==> config.mk <==
export PLATFORM = sky130hd
export DESIGN_NAME = addr_latch_demux
export DESIGN_NICKNAME = d
export VERILOG_FILES = /design/src/rtl/amux_pkg.sv /design/src/rtl/amux_mode_dec.sv /design/src/rtl/amux_addr_dec.sv /design/src/rtl/amux_store.sv /design/src/rtl/amux_out_sel.sv /design/src/rtl/addr_latch_demux.sv
export SDC_FILE = /design/constraint.sdc
export NUM_CORES = 1
export LEC_CHECK = 0
export BUFFER_PORTS_ARGS = -buffer_cell sky130_fd_sc_hd__buf_2
export CAP_MARGIN = 30
export CORE_AREA = 2 2 39 41
export DETAILED_ROUTE_END_ITERATION = 6
export DIE_AREA = 0 0 41 43
export PLACE_DENSITY = 0.69
export SLEW_MARGIN = 20
export SYNTH_ARGS = -nofsm -noshare
export SYNTH_HDL_FRONTEND = slang
export SYNTH_SLANG_ARGS = --single-unit
==> constraint.sdc <==
create_clock -name clk_i -period 2.6 [get_ports clk_i]
set_input_delay 0.39 -clock clk_i [delete_from_list [all_inputs] [get_ports clk_i]]
set_output_delay 0.39 -clock clk_i [all_outputs]
set_load 0.01 [all_outputs]
==> src/rtl/amux_pkg.sv <==
package amux_pkg;
  typedef enum logic [1:0] {
    MODE_WRITE  = 2'd0,
    MODE_HOLD   = 2'd1,
    MODE_DECODE = 2'd2,
    MODE_CLEAR  = 2'd3
  } mode_e;
endpackage

==> src/rtl/amux_mode_dec.sv <==
module amux_mode_dec
  import amux_pkg::*;
(
  input  logic  clr_ni,
  input  logic  wen_ni,
  output mode_e mode_o
);
  always_comb begin
    unique case ({clr_ni, wen_ni})
      2'b10:   mode_o = MODE_WRITE;
      2'b11:   mode_o = MODE_HOLD;
      2'b00:   mode_o = MODE_DECODE;
      default: mode_o = MODE_CLEAR;
    endcase
  end
endmodule

==> src/rtl/amux_addr_dec.sv <==
module amux_addr_dec #(
  parameter int NUM_BITS = 8,
  localparam int ADDR_W  = (NUM_BITS > 1) ? $clog2(NUM_BITS) : 1
) (
  input  logic [ADDR_W-1:0]   addr_i,
  output logic [NUM_BITS-1:0] sel_o
);
  for (genvar g = 0; g < NUM_BITS; g++) begin : g_sel
    assign sel_o[g] = (addr_i == ADDR_W'(g));
  end
endmodule

==> src/rtl/amux_store.sv <==
module amux_store
  import amux_pkg::*;
#(
  parameter int NUM_BITS = 8
) (
  input  logic                clk_i,
  input  logic                rst_ni,
  input  mode_e               mode_i,
  input  logic [NUM_BITS-1:0] sel_i,
  input  logic                data_i,
  output logic [NUM_BITS-1:0] bits_o
);
  for (genvar g = 0; g < NUM_BITS; g++) begin : g_bit
    always_ff @(posedge clk_i or negedge rst_ni) begin
      if (!rst_ni) begin
        bits_o[g] <= 1'b0;
      end else begin
        unique case (mode_i)
          MODE_WRITE:  if (sel_i[g]) bits_o[g] <= data_i;
          MODE_DECODE,
          MODE_CLEAR:  bits_o[g] <= 1'b0;
          default:     bits_o[g] <= bits_o[g];
        endcase
      end
    end
  end
endmodule

==> src/rtl/amux_out_sel.sv <==
module amux_out_sel
  import amux_pkg::*;
#(
  parameter int NUM_BITS = 8
) (
  input  mode_e               mode_i,
  input  logic [NUM_BITS-1:0] sel_i,
  input  logic                data_i,
  input  logic [NUM_BITS-1:0] bits_i,
  output logic [NUM_BITS-1:0] q_o
);
  always_comb begin
    unique case (mode_i)
      MODE_DECODE: q_o = sel_i & {NUM_BITS{data_i}};
      MODE_CLEAR:  q_o = '0;
      default:     q_o = bits_i;
    endcase
  end
endmodule

==> src/rtl/addr_latch_demux.sv <==
module addr_latch_demux
  import amux_pkg::*;
#(
  parameter int NUM_BITS = 8,
  localparam int ADDR_W  = (NUM_BITS > 1) ? $clog2(NUM_BITS) : 1
) (
  input  logic                clk_i,
  input  logic                rst_ni,
  input  logic                clr_ni,
  input  logic                wen_ni,
  input  logic [ADDR_W-1:0]   addr_i,
  input  logic                data_i,
  output logic [NUM_BITS-1:0] q_o
);
  mode_e               mode;
  logic [NUM_BITS-1:0] sel;
  logic [NUM_BITS-1:0] bits;

  amux_mode_dec u_mode (
    .clr_ni (clr_ni),
    .wen_ni (wen_ni),
    .mode_o (mode)
  );

  amux_addr_dec #(.NUM_BITS(NUM_BITS)) u_adec (
    .addr_i (addr_i),
    .sel_o  (sel)
  );

  amux_store #(.NUM_BITS(NUM_BITS)) u_store (
    .clk_i  (clk_i),
    .rst_ni (rst_ni),
    .mode_i (mode),
    .sel_i  (sel),
    .data_i (data_i),
    .bits_o (bits)
  );

  amux_out_sel #(.NUM_BITS(NUM_BITS)) u_out (
    .mode_i (mode),
    .sel_i  (sel),
    .data_i (data_i),
    .bits_i (bits),
    .q_o    (q_o)
  );
endmodule

* Word-level counts from Yosys, hierarchy flattened
Index checks and enable logic that the tools add are counted.
** Storage, ports and cells
- Flip-flop bits (word level) :: 8
- Bits in latches :: 0
- RAM bits :: 0
- Memory bits (read-only) :: 0
- Input port bits :: 8
- Output and inout bits :: 8
- Memories :: 0
** Cells by class
- Add/sub/neg operators :: 0
- $mul :: 0
- Divide/modulo/power cells :: 0
- Magnitude comparators :: 0
- Equal/unequal tests :: 19
- Shifts and indexed selects :: 0
- Mux-type cells :: 18
- Bitwise operators :: 1
- Reductions and logical operators :: 13
** Operators with widths (number)
- != test 2 x 1 -> 1 bit, second input constant :: 8
- case mux 1 bit (2 select lines) :: 8
- case mux 8 bit (2 select lines) :: 1
- AND reduction 2 bit :: 8
- equality test 3 bit, second input constant :: 4
- AND 8 bit :: 1
- equality test 2 bit, second input constant :: 4
- 2-to-1 mux 1 bit :: 8
- equality test 3 x 2 -> 1 bit, second input constant :: 2
- case mux 2 bit (3 select lines) :: 1
- zero test 2 bit :: 2
- equality test 3 x 1 -> 1 bit, second input constant :: 1
- zero test 3 bit :: 1
- nonzero test 2 bit :: 1
- OR reduction 2 bit :: 1

* Depth between registers and ports, before layout
- Depth after elaboration :: 6
- Gate-level depth with buffers :: 3
- Depth with buffers taken out :: 2

* By module
Synthesis repeated with hierarchy kept, for this count alone.
** Second synthesis, totals
- Cell total of the unflattened synthesis :: 72
- Area total of the unflattened synthesis :: 706.9 µm²
** By module, submodules not included
- amux_store :: times used 1, cells each 34, area an instance 429.2 µm²
- amux_out_sel :: times used 1, cells each 28, area an instance 205.2 µm²
- amux_addr_dec :: times used 1, cells each 8, area an instance 65.1 µm²
- amux_mode_dec :: times used 1, cells each 2, area an instance 7.5 µm²

* Least setup slack after synthesis
Ideal clock, no wire load.
- Path type :: input port to output port
- Start :: in wen_ni
- End :: out q_o[0]
- Data arrival time :: 1335 ps
- Required time :: 2210 ps
- Slack :: 875 ps
- Stages on the path :: 3
- Path buffers :: 1
- Path through :: buf_2 or4b_4 o31ai_2
** On the way
- Cells in the longest elaborated chain, start to end :: 4
- Elaborated cells between the ends (all ways) :: 7
- Classes of those cells :: eq/ne: 4; mux: 2; reduce/logical: 1
** Ends and longest elaborated chain
- start: declaration :: RTL line addr_latch_demux.sv:10 : input logic wen_ni,
- equality test 2 bit / zero test 2 bit (equally long branches) :: RTL line amux_mode_dec.sv:9 : unique case ({clr_ni, wen_ni})
- case mux 2 bit (3 select lines) (*) :: RTL line amux_mode_dec.sv:9
- equality test 2 bit :: RTL line amux_out_sel.sv:13 : unique case (mode_i)
- case mux 8 bit (2 select lines) (*) :: RTL line amux_out_sel.sv:13
- end: declaration :: RTL line addr_latch_demux.sv:13 : output logic [NUM_BITS-1:0] q_o
Mark *: on every way between the ends. The rest lies on a longest branch, timed or not.

* Worst setup path in the final report
- Start :: in addr_i[1]
- End :: out q_o[0]
** On the way
- Cells in the longest elaborated chain, start to end :: 3
** Ends and longest elaborated chain
- start: declaration :: RTL line addr_latch_demux.sv:11 : input logic [ADDR_W-1:0] addr_i,
- zero test 3 bit :: RTL line amux_addr_dec.sv:9 : assign sel_o[g] = (addr_i == ADDR_W'(g));
- AND 8 bit :: RTL line amux_out_sel.sv:14 : MODE_DECODE: q_o = sel_i & {NUM_BITS{data_i}};
- case mux 8 bit (2 select lines) :: RTL line amux_out_sel.sv:13
Every way passes these cells.

==> metrics.md <==
| Metric | Value |
|---|---|
| Status | `completed` |
| Dpl ws | `760 ps` |
| I/O pin total | `16` |
| Area growth from synthesis to layout | `19.3%` |
| Finished Core Util | `0.437` |
| Post-Layout Cell Count | `81` |
| Post-DRT Antenna Nets | `0` |
| Vias per cell | `5.47` |
| Final Max Tran Viols | `0` |
| Synth Register Bits | `8` |
| Cells after synthesis | `51` |
| Fin crit share | `0.709` |
| H-tree depth | `1` |
| Post-CTS Setup Bufs | `0` |
| Synthesized area per cell | `9.94 um^2` |
| Post-route worst setup slack | `757 ps` |
| Vias in the first global route | `387` |
| Total CTS buffers | `3` |
| Port Buffers | `15` |
| RSZ-0062 raised after global routing | `false` |
| Die width | `41 um` |
| CP max-delay cell | `or4b_4` |
| Resize count post-CTS | `0` |
| Placed cell count | `77` |
| Share of the synthesized area in the top cell type | `0.395` |
| Chip height | `43 um` |
| Hold Vio Cnt, Final | `0` |
| Grt total ovfl | `0` |
| Fmax | `543 MHz` |
| Cell taking the most area after synthesis | `dfrtp_1` |
| Period minus WS final | `1840 ps` |
| Antenna diode count | `0` |
| Worst Tran Pin Value | `369 ps` |
| CP max stage delay | `580 ps` |
| Clk_lat worst skew | `250 ps` |
| Yosys warnings | `0` |
| Largest cells by area after synthesis | `dfrtp_1 (40%), mux2i_1 (16%), nand2_1 (7.4%)` |
| Commonest non-fill, non-tap cell in the layout | `buf_2` |
| GP Congestion | `0.762` |
| Min-Delay Path Class | `in -> async` |
| Post-synth net total | `59` |
| Post-Syn Area | `507 um^2` |
| Via count | `443` |
| Max Root-Sink Buffers | `2` |
| Cell Chain, Critical Path | `buf_2 > or4b_4 > o31ai_2 > buf_2` |
| Most frequent cells in the layout | `buf_2 (15), nand2_1 (10), mux2i_1 (8), dfrtp_1 (8), o21ai_1 (6)` |
| Seq/Total Area, Yosys | `0.395` |
| Number of library cell types mapped by synthesis | `16` |
| Core ar. | `1380 um^2` |
| WL per Instance | `13.4 um` |
| Pleak | `0.277 nW` |
| Slew HR | `0.751` |
| Skew final | `0 ps` |
| Gr usage total | `0.136` |
| Initial antenna violation count | `0` |
| CP Max Fanout | `10` |
| Peak supply drop | `0.000199 V` |
| Crit-path most repeated cell | `buf_2` |
| Clock Pin Slew Worst Setup and Hold Paths | `60 ps` |
| Fill cell count | `144` |
| CP Capture Type | `primary output` |
| Routed WL | `1080 um` |
| Die area | `1760 um^2` |
| Initial Util | `0.366` |
| Worst Path Class, Setup | `in -> out` |
| Worst Path Arrival | `1450 ps` |
| Initial DRT Pass Iterations | `5` |
| Setup-failing EPs final | `0` |
| Hold_ws | `503 ps` |
| Iteration-0 DRC Markers | `13` |
| Root Buffer | `clkbuf_4` |
| Setup crit start kind | `input port` |
| Ratio of cells with drive above 1 in the final layout | `0.308` |
| Largest net degree at the start of global routing | `14` |
| WP data required | `2210 ps` |
| Flop-to-flop setup slack | `1950 ps` |
| Most flop-heavy register | `u_store.bits_o` |
| Clock sink count | `8` |
| Pwr/cell area | `437 nW/um^2` |
| Largest regs | `u_store.bits_o x8` |
| Post-route DRC violation count | `0` |
| Layout Nets | `75` |
| First-pass GRT wire length | `1590 um` |
| TritonCTS clock tree | `built` |
| Largest register FFs | `8` |
| # Max-Cap Violations | `0` |
| Setup TNS | `0 ps` |
| Standard-cell row count | `14` |
through the flow:
stage               power (mW)  cell area [um^2]
floorplan                0.157               507
detailed placement       0.169               572
global placement         0.168               572
finish                   0.264               604
CTS                      0.266               604
global route             0.275               604
cells in the mapped netlist:
master     instances
buf_2              3
nor4_1             1
mux2i_1            8
o21ai_1            6
nor4b_1            3
nand4b_1           1
buf_6              1
nand2b_1           2
dfrtp_1            8
nand4bb_1          1
or4b_4             1
nor4bb_1           3
o31ai_2            1
nand2_1           10
clkbuf_1           1
o31ai_1            1
logic make-up (layout without fill, tap and decap cells):
family,after synthesis,count (layout),share of synthesized area
and+or+nand+nor,22,22,0.289
DFF,8,8,0.395
muxes,8,8,0.158
buffers and inverters,5,19,0.0592
AOI/OAI and AO/OA,8,8,0.0988
final timing paths:
check                                         startpoint                       endpoint  cells past startpoint
setup reg to reg           u_store.bits_o[4]$_DFFE_PN0P_  u_store.bits_o[4]$_DFFE_PN0P_                      2
hold reg to reg            u_store.bits_o[1]$_DFFE_PN0P_  u_store.bits_o[1]$_DFFE_PN0P_                      2
setup / recovery                               addr_i[1]                         q_o[0]                      4
max in group asynchronous                         rst_ni  u_store.bits_o[2]$_DFFE_PN0P_                      2
hold / removal                                    rst_ni  u_store.bits_o[7]$_DFFE_PN0P_                      2
min in group clk_i                                clr_ni  u_store.bits_o[1]$_DFFE_PN0P_                      3
metal layers:
metal	routed length, um	global-route usage	up-vias
li1	-	-	220
met1	473	0.167	205
met2	525	0.206	16
met5	0	0	-
met3	66	0.0314	2
met4	19	0.0800	0
timing repair:
| item | CTS | global route |
|---|---|---|
| hold buffers | 1 | 0 |
| setup endpoints to repair | 0 | 0 |
| endpoints found under the hold margin | 8 | 0 |
area by class of cell:
cell class	instances	area (um^2)	share of cell area
well taps	16	20.0	0.0331
multi-input cells	38	277	0.458
flip-flops and latches	8	200	0.331
clock buffers	3	22.5	0.0373
repair buffers	16	85.1	0.141
worst max-delay path, delay by kind of cell:
| family | cells | cell delay, ps |
|---|---|---|
| simple gates | 1 | 580 |
| buf+inv | 2 | 310 |
| compound gates | 1 | 180 |
power breakdown:
group,internal (mW),total (mW),leakage [nW],switching [mW]
clock,0.0529,0.0962,0.0138,0.0432
combinational,0.0158,0.0400,0.153,0.0242
sequential,0.127,0.128,0.111,0.000642
Note: power is estimated with default switching activity, not from simulation.
